--- src/rtl/dly_adj_pkg.sv ---
package dly_adj_pkg;

  localparam int NUM_FIELDS = 5;

  // field indices inside a packed delay vector
  localparam int F_WR_CMD = 0;
  localparam int F_WR_DAT = 1;
  localparam int F_RD_RSP = 2;
  localparam int F_RD_DAT = 3;
  localparam int F_RD_CRC = 4;

  typedef enum logic [1:0] {
    CLS_NONE    = 2'd0,
    CLS_TIMEOUT = 2'd1,
    CLS_CRC     = 2'd2
  } err_class_e;

  typedef struct packed {
    logic tune_en;
    logic state_err;
    logic has_data;
    logic rsp_timeout;
    logic rsp_crc_err;
    logic start_timeout;
    logic rdat_crc_err;
    logic crc_stat_timeout;
    logic token_err;
  } fault_flags_t;

endpackage

--- src/rtl/dly_fault_classifier.sv ---
module dly_fault_classifier
  import dly_adj_pkg::*;
#(
  parameter int TOKEN_W    = 3,
  parameter int TOKEN_WBAD = 5
) (
  input  fault_flags_t           flags,
  input  logic [TOKEN_W-1:0]     token,
  output logic [NUM_FIELDS-1:0]  sel,
  output err_class_e             cls
);

  localparam logic [TOKEN_W-1:0] TOK_BAD = TOKEN_W'(TOKEN_WBAD);

  logic [NUM_FIELDS-1:0] raw_sel;
  err_class_e            raw_cls;

  // fixed priority: response phase first, then data phase in order
  always_comb begin
    raw_sel = '0;
    raw_cls = CLS_NONE;
    if (flags.rsp_timeout) begin
      raw_cls = CLS_TIMEOUT;
      raw_sel[F_WR_CMD] = 1'b1;
    end else if (flags.rsp_crc_err) begin
      raw_cls = CLS_CRC;
      raw_sel[F_RD_RSP] = 1'b1;
    end else if (flags.has_data) begin
      if (flags.start_timeout) begin
        raw_cls = CLS_TIMEOUT;
        raw_sel[F_RD_DAT] = 1'b1;
      end else if (flags.rdat_crc_err) begin
        raw_cls = CLS_CRC;
        raw_sel[F_RD_DAT] = 1'b1;
      end else if (flags.crc_stat_timeout) begin
        raw_cls = CLS_TIMEOUT;
        raw_sel[F_RD_CRC] = 1'b1;
      end else if (flags.token_err) begin
        raw_cls = CLS_CRC;
        if (token == TOK_BAD) raw_sel[F_WR_DAT] = 1'b1;
        else                  raw_sel[F_RD_CRC] = 1'b1;
      end
    end
  end

  // class needs an error state; a field step also needs tuning
  always_comb begin
    cls = flags.state_err ? raw_cls : CLS_NONE;
    sel = (flags.state_err && flags.tune_en) ? raw_sel : '0;
  end

endmodule

--- src/rtl/dly_field_bumper.sv ---
module dly_field_bumper
  import dly_adj_pkg::*;
#(
  parameter int DLY_W = 3
) (
  input  logic [NUM_FIELDS*DLY_W-1:0] cur,
  input  logic [NUM_FIELDS-1:0]       sel,
  output logic [NUM_FIELDS*DLY_W-1:0] nxt
);

  localparam logic [DLY_W-1:0] ONE = DLY_W'(1);

  for (genvar i = 0; i < NUM_FIELDS; i++) begin : g_field
    logic [DLY_W-1:0] fld;
    assign fld = cur[i*DLY_W +: DLY_W];
    // modular add: the top value rolls back to zero
    assign nxt[i*DLY_W +: DLY_W] = sel[i] ? fld + ONE : fld;
  end

endmodule

--- src/rtl/dly_apply_seq.sv ---
module dly_apply_seq
  import dly_adj_pkg::*;
#(
  parameter int DLY_W = 3
) (
  input  logic                        clk,
  input  logic                        rst_n,
  input  logic                        evt_valid,
  output logic                        evt_ready,
  input  logic [NUM_FIELDS*DLY_W-1:0] base_in,
  input  logic [NUM_FIELDS*DLY_W-1:0] nxt_in,
  input  err_class_e                  cls_in,
  input  logic                        srst_done,
  output logic                        upd_strobe,
  output logic [NUM_FIELDS*DLY_W-1:0] dly_out,
  output err_class_e                  cls_out
);

  localparam int VW = NUM_FIELDS * DLY_W;

  typedef enum logic {ST_IDLE = 1'b0, ST_WAIT = 1'b1} seq_st_e;

  seq_st_e        st;
  logic [VW-1:0]  pend_q;
  logic [VW-1:0]  base_q;
  err_class_e     pcls_q;

  assign evt_ready = (st == ST_IDLE);

  always_ff @(posedge clk or negedge rst_n) begin
    if (!rst_n) begin
      st         <= ST_IDLE;
      pend_q     <= '0;
      base_q     <= '0;
      pcls_q     <= CLS_NONE;
      dly_out    <= '0;
      cls_out    <= CLS_NONE;
      upd_strobe <= 1'b0;
    end else begin
      upd_strobe <= 1'b0;
      case (st)
        ST_IDLE: if (evt_valid) begin
          pend_q <= nxt_in;
          base_q <= base_in;
          pcls_q <= cls_in;
          st     <= ST_WAIT;
        end
        ST_WAIT: if (srst_done) begin
          dly_out    <= pend_q;
          cls_out    <= pcls_q;
          upd_strobe <= 1'b1;
          st         <= ST_IDLE;
        end
        default: st <= ST_IDLE;
      endcase
    end
  end

  // per-field difference between applied set and its snapshot
  logic [NUM_FIELDS-1:0] diff;
  for (genvar i = 0; i < NUM_FIELDS; i++) begin : g_diff
    assign diff[i] = dly_out[i*DLY_W +: DLY_W] != base_q[i*DLY_W +: DLY_W];
  end

  a_r9_single_field: assert property (@(posedge clk) disable iff (!rst_n)
    upd_strobe |-> $countones(diff) <= 1);

  a_r10_strobe_pulse: assert property (@(posedge clk) disable iff (!rst_n)
    upd_strobe |=> !upd_strobe);

  a_r10_after_reset_done: assert property (@(posedge clk) disable iff (!rst_n)
    upd_strobe |-> $past(srst_done));

  a_r10_hold: assert property (@(posedge clk) disable iff (!rst_n)
    !upd_strobe |-> $stable(dly_out) && $stable(cls_out));

  a_r11_backpressure: assert property (@(posedge clk) disable iff (!rst_n)
    (evt_valid && evt_ready) |=> !evt_ready);

  a_r11_ready_with_strobe: assert property (@(posedge clk) disable iff (!rst_n)
    ($rose(evt_ready)) |-> upd_strobe);

endmodule

--- src/rtl/dly_tune_adjuster.sv ---
module dly_tune_adjuster
  import dly_adj_pkg::*;
#(
  parameter int DLY_W      = 3,
  parameter int TOKEN_W    = 3,
  parameter int TOKEN_WBAD = 5
) (
  input  logic                              clk,
  input  logic                              rst_n,
  input  logic                              evt_valid,
  output logic                              evt_ready,
  input  logic                              tune_en,
  input  logic                              state_err,
  input  logic                              has_data,
  input  logic                              rsp_timeout,
  input  logic                              rsp_crc_err,
  input  logic                              start_timeout,
  input  logic                              rdat_crc_err,
  input  logic                              crc_stat_timeout,
  input  logic                              token_err,
  input  logic [TOKEN_W-1:0]                token_result,
  input  logic [NUM_FIELDS*DLY_W-1:0]       cur_dly,
  input  logic                              srst_done,
  output logic                              upd_strobe,
  output logic [NUM_FIELDS*DLY_W-1:0]       new_dly,
  output logic [1:0]                        err_class
);

  localparam int VW = NUM_FIELDS * DLY_W;

  fault_flags_t          flags;
  logic [NUM_FIELDS-1:0] sel;
  err_class_e            cls;
  err_class_e            cls_q;
  logic [VW-1:0]         nxt;

  assign flags = '{tune_en: tune_en, state_err: state_err, has_data: has_data,
                   rsp_timeout: rsp_timeout, rsp_crc_err: rsp_crc_err,
                   start_timeout: start_timeout, rdat_crc_err: rdat_crc_err,
                   crc_stat_timeout: crc_stat_timeout, token_err: token_err};

  dly_fault_classifier #(.TOKEN_W(TOKEN_W), .TOKEN_WBAD(TOKEN_WBAD)) u_cls (
    .flags (flags),
    .token (token_result),
    .sel   (sel),
    .cls   (cls)
  );

  dly_field_bumper #(.DLY_W(DLY_W)) u_bump (
    .cur (cur_dly),
    .sel (sel),
    .nxt (nxt)
  );

  dly_apply_seq #(.DLY_W(DLY_W)) u_seq (
    .clk        (clk),
    .rst_n      (rst_n),
    .evt_valid  (evt_valid),
    .evt_ready  (evt_ready),
    .base_in    (cur_dly),
    .nxt_in     (nxt),
    .cls_in     (cls),
    .srst_done  (srst_done),
    .upd_strobe (upd_strobe),
    .dly_out    (new_dly),
    .cls_out    (cls_q)
  );

  assign err_class = cls_q;

  a_r1_rsp_timeout: assert property (@(posedge clk) disable iff (!rst_n)
    (state_err && rsp_timeout) |-> cls == CLS_TIMEOUT &&
      (sel == '0 || sel[F_WR_CMD]));

  a_r2_rsp_crc: assert property (@(posedge clk) disable iff (!rst_n)
    (state_err && !rsp_timeout && rsp_crc_err) |-> cls == CLS_CRC &&
      (sel == '0 || sel[F_RD_RSP]));

  a_r3_no_data: assert property (@(posedge clk) disable iff (!rst_n)
    (!has_data && !rsp_timeout && !rsp_crc_err) |-> cls == CLS_NONE && sel == '0);

  a_r7_gate: assert property (@(posedge clk) disable iff (!rst_n)
    (!tune_en || !state_err) |-> sel == '0);

  a_r9_onehot: assert property (@(posedge clk) disable iff (!rst_n)
    $onehot0(sel));

endmodule

--- config.mk ---
export PLATFORM = sky130hd
export DESIGN_NAME = dly_tune_adjuster
export DESIGN_NICKNAME = d
export VERILOG_FILES = /design/src/rtl/dly_adj_pkg.sv /design/src/rtl/dly_fault_classifier.sv /design/src/rtl/dly_field_bumper.sv /design/src/rtl/dly_apply_seq.sv /design/src/rtl/dly_tune_adjuster.sv
export SDC_FILE = /design/constraint.sdc
export NUM_CORES = 1
export LEC_CHECK = 0
export ABC_AREA = 1
export CAP_MARGIN = 20
export CELL_PAD_IN_SITES_DETAIL_PLACEMENT = 1
export CELL_PAD_IN_SITES_GLOBAL_PLACEMENT = 2
export CORE_ASPECT_RATIO = 0.9
export CORE_MARGIN = 4
export CORE_UTILIZATION = 29
export DETAILED_ROUTE_END_ITERATION = 7
export GPL_TIMING_DRIVEN = 0
export HOLD_SLACK_MARGIN = 0.12
export PLACE_DENSITY = 0.8
export SLEW_MARGIN = 10
export SYNTH_ARGS = -nofsm -noshare
export SYNTH_HDL_FRONTEND = slang
export SYNTH_SLANG_ARGS = --single-unit
--- constraint.sdc ---
create_clock -name clk -period 2.6 [get_ports clk]
set_clock_uncertainty 0.1 [all_clocks]
set_input_delay 0.52 -clock clk [delete_from_list [all_inputs] [get_ports clk]]
set_output_delay 0.52 -clock clk [all_outputs]
set_load 0.02 [all_outputs]
Word-level counts from Yosys, hierarchy flattened. Cells that the tools add are included.

$add $sub $neg: 5. Multiplexer cells: 38. Eq/ne operators: 1. Bitwise logic cells: 1. Reductions and logical operators: 3.

Operator list (number): $mux W1 (20); $mux W2 (10); $add A3 B1 Y3 const B (5); $mux W3 (5); $mux W5 (1); $mux W4 (1); $reduce_and A2 Y1 (2); $eq A3 B3 Y1 const B (1); $pmux W1 S2 (1); $logic_and A1 B1 Y1 (1); $not A1 Y1 (1).

Flip-flop bits (word level): 36. Logic and storage cells: 54.

Logic depth before layout (Yosys ltp).
Depth after elaboration: 11. Mapped depth: 8.

Modules after synthesis. A second synthesis with hierarchy kept.

Cells, all modules: 238. Area total of the unflattened synthesis: 1925.6 µm².

By module, submodules not included: dly_apply_seq (area an instance 1503.9 µm², seq. area each 900.9 µm², cells each 153, times used 1); dly_field_bumper (area an instance 287.8 µm², seq. area each 0.0 µm², cells each 55, times used 1); dly_fault_classifier (area an instance 133.9 µm², seq. area each 0.0 µm², cells each 30, times used 1).

Worst setup path after synthesis. OpenSTA, ideal clock, no wires.

Path kind: input to register. Start: input port token_result[1]. End: register u_seq.pend_q[12]. Path buffers: 0. Setup slack: 1.234 ns. Library setup time: 0.117 ns. Stages: 8. Data arrival time: 1.149 ns. Cells stage by stage: inv_1 -> nand3_1 -> nand2_1 -> nand2_1 -> nand3_1 -> nand2_1 -> nand3_1 -> nand2_1.

Cells in the longest elaborated chain, start to end: 11.

RTL lines: start: declaration (RTL line dly_tune_adjuster.sv:21) `input logic [TOKEN_W-1:0] token_result,`; $eq A3 B3 Y1 (RTL line dly_fault_classifier.sv:40) `if (token == TOK_BAD) raw_sel[F_WR_DAT] = 1'b1;`; $mux W1 (RTL line dly_fault_classifier.sv:40); $mux W1 (RTL line dly_fault_classifier.sv:38) `end else if (flags.token_err) begin`; $mux W1 (RTL line dly_fault_classifier.sv:35) `end else if (flags.crc_stat_timeout) begin`; $mux W1 (RTL line dly_fault_classifier.sv:32) `end else if (flags.rdat_crc_err) begin`; $mux W1 (RTL line dly_fault_classifier.sv:29) `if (flags.start_timeout) begin`; $mux W2 (RTL line dly_fault_classifier.sv:28) `end else if (flags.has_data) begin`; $mux W2 (RTL line dly_fault_classifier.sv:25) `end else if (flags.rsp_crc_err) begin`; $mux W4 (RTL line dly_fault_classifier.sv:22) `if (flags.rsp_timeout) begin`; $mux W5 (RTL line dly_fault_classifier.sv:49) `sel = (flags.state_err && flags.tune_en) ? raw_sel : '0;`; $mux W3 (RTL line dly_field_bumper.sv:17) `assign nxt[i*DLY_W +: DLY_W] = sel[i] ? fld + ONE : fld;`; end signal: assignment (RTL line dly_apply_seq.sv:43) `pend_q <= nxt_in;`; end: declaration (RTL line dly_apply_seq.sv:24) `logic [VW-1:0] pend_q;`.

No other way between the ends. A chain may end at the register's enable or synchronous reset.

Final worst setup path.
Start: register u_seq.st. End: output port evt_ready.

Cells in the longest elaborated chain, start to end: 1.

RTL lines: start: declaration (RTL line dly_apply_seq.sv:23) `seq_st_e st;`; start signal: assignment (RTL line dly_apply_seq.sv:32) `st <= ST_IDLE;`; start signal: assignment (RTL line dly_apply_seq.sv:46) `st <= ST_WAIT;`; start signal: assignment (RTL line dly_apply_seq.sv:52) `st <= ST_IDLE;`; $not A1 Y1 (RTL line dly_apply_seq.sv:28) `assign evt_ready = (st == ST_IDLE);`; end: declaration (RTL line dly_tune_adjuster.sv:11) `output logic evt_ready,`.

No other way between the ends.

==> metrics.cfg <==
[floorplanning]
io_pins = 50
die_h_um = 82.81
die_area_sq_mm = 0.007545
core-area_sq_mm = 0.005856
start_util = 0.3079
rows = 26
chipWidth_um = 91.12

[setup_path]
cp-end-kind = output pin
cp_top_family = buffers and inverters
path_max_fanout = 3
cp_slowest_cell = clkdlybuf4s50_1
worstPathArrival_ns = 1.39
required_ns = 1.98
slowest_delay_ns = 0.61
crit_path_cell_trace = inv_1 > clkdlybuf4s50_1
cp-start-kind = register
critPathKind = reg2out
r2r_start = u_seq.st
rrSetupSlack_ns = 1.16
r2r_cells = 5
crit_buf_inv = 2
reg2reg_to = u_seq.pend_q[1]

[finish]
area_growth_pct = 38.79
nets = 305
multi_input_area_sq_um = 777.0
antenna_cells = 0
nFillCells = 710
drive_above_1_share = 0.1111
stdcell_area_sq_mm = 0.002502
layout.area.seq_sq_um = 900.9

[clocking]
cts_inserted_buffers = 5
htreeDepth = 2
ctsHoldBuffers = 1
cts_tree = done
cts_resized = 0
post_cts_buffers = 0
clk_pin_slew_ns = 0.08
cts_buffer_depth = 2
root_buffer = clkbuf_8
clock_latency_ns = 0.29
clock_sinks = 36

[status]
status = completed

[logic_synthesis]
ys_seq_elements = 36
yosysWarningCount = 0
ys_seq_area_frac = 0.4997
synthCells = 211
syn-num-nets = 247
ys_types = 28
netlist.top_cell.by_area = dfrtp_1
syn_area_sq_mm = 0.001803
synth_area_leaders = dfrtp_1 (50%), nand2_1 (15%), inv_1 (4.6%)
synth_area_per_cell_sq_um = 8.545
synth_top_cell_area_share = 0.4997

[timing]
finalSetupViolCount = 0
fin_crit_sh = 0.7742
hold_ws_ns = 0.3765
slew_viol_final = 0
hold_viol_final = 0
max_slew_margin = 0.6961
fmax_mhz = 496.8
rsz0062_at_grt = no
post-route-min-period_ns = 2.013
worst_pin_slew_ns = 0.4558
fin_setup_tns_ns = 0

[placement]
hpwl_mm = 3.401
gp_congestion = 0.7330
dpl_cell_area_sq_mm = 0.002396
portBuffers = 49

[detailed_routing]
routed_wl_mm = 4.290
vias = 1508
firstDrtPassIters = 4
drc = 0
drtAntennaViolNets = 0
viasPerCell = 4.435
avgRoutedWirePerCell_um = 12.62
drtIter0Drc = 42

[flow_run]
max_cap_violations = 0

[global_routing]
antenna_found_initial = 0
met1_usage = 0.1682
grt_use_met3 = 0.02441
use_met2 = 0.1885
grt_pass1_wl_mm = 7.534
grt_pass1_vias = 1559
grt_max_degree = 34
grt_usage = 0.1230
grt.busiest_layer = met2
grt_overflow = 0

[hold_path]
hp-class = reg2reg
min_path_cells = 2
min_from = u_seq.pend_q[6]
holdPathEnd = u_seq.dly_out[6]

[pwr]
p_per_area_mw_per_mm2 = 703.4
ir_drop_mv = 0.3204
p_total_mw = 1.760
leakage_nw = 1.264

[registers in the layout, indices dropped and copies added (netlist names)]
name	cells
u_seq.cls_out	2
u_seq.dly_out	15
u_seq.st	1
u_seq.upd_strobe	1
u_seq.pcls_q	2
u_seq.pend_q	15
[how the worst max path moves through the flow]
stage / start / to / slack, ns / cells after the start
6_report: u_seq.st / evt_ready / 0.59 / 2
3_5_place_dp: evt_valid / u_seq.pend_q[13] / 0.63 / 6
5_1_grt: u_seq.st / evt_ready / 0.51 / 2
2_1_floorplan: token_result[1] / u_seq.pend_q[12] / 1.23 / 8
3_3_place_gp: rst_n / u_seq.pend_q[11] / 0.005 / 1
4_1_cts: u_seq.st / evt_ready / 0.57 / 2
[Yosys cell counts, drive strengths merged]
cell and n:
a21oi 2, a31oi 3, buf 4, clkbuf 1, clkinv 1, dfrtp 36, ha 5, inv 26
nand2 78, nand3 12, nand4 4, nor2 11, nor3 2, o21ai 15, o21bai 1, o22ai 4
xnor2 3, xor2 3
[cells by family after synthesis]
logic type      Yosys count  share of synthesized area
xor+xnor                  6                    0.02915
simple gates            107                     0.2915
flops                    36                     0.4997
fa+ha+maj                 5                    0.03470
compound gates           25                    0.07564
buf+inv                  32                    0.06939
[placed cells by master, fill, tap and decap left out]
cell / n
xor2_1: 3
inv_2: 4
nor3_4: 1
nand3_1: 11
clkbuf_1: 1
ha_1: 5
clkdlybuf4s50_1: 48
clkinv_2: 2
nor2_1: 7
dfrtp_1: 36
o22ai_1: 4
nor3_1: 1
a21oi_1: 2
nor2_2: 1
buf_2: 4
inv_6: 1
nand2_2: 3
a31oi_1: 3
nor2_8: 2
o21bai_1: 1
buf_1: 1
clkbuf_8: 6
dlygate4sd3_1: 1
inv_1: 22
o21ai_1: 6
nand2_1: 72
nand2_4: 3
nand4_1: 4
nand3_4: 1
o21ai_0: 9
xnor2_1: 3
buf_12: 1
nor2_4: 1
[per-layer routing]
layer	up-vias	routed length, um
met5	-	0
met4	0	80
met3	6	146
met2	30	1924
met1	689	2138
li1	783	-
[metrics by stage]
step                        util  instances  worst slack (ns)
final                     0.4274        340            0.5871
after global routing      0.4274        340            0.5126
after CTS                 0.4274        340            0.5721
after detailed placement  0.4092        331            0.6338
after global placement    0.4066        330          0.004541
after floorplan                -        211             1.234
[power breakdown]
group | leakage, nW | internal, mW | switching (mW)
clock network | 0.0516 | 0.217 | 0.212
registers | 0.449 | 0.696 | 0.0665
logic | 0.763 | 0.267 | 0.302
total | 1.26 | 1.18 | 0.581
[cell type report]
type,count,share of cell area
timing repair buffer,51,0.2060
tap,70,0.03500
inverter,27,0.04100
clock buffer,6,0.03300
multi-input combinational,143,0.3105
buffer,5,0.009000
sequential,36,0.3600
clock inverter,2,0.005500
[tightest hold or removal path, cell delays in order (launching register included)]
cell	delay [ns]
dfrtp_1	0.35
nand2_1	0.05
nand2_1	0.05
No activity file was read; power rests on OpenSTA's default activity.
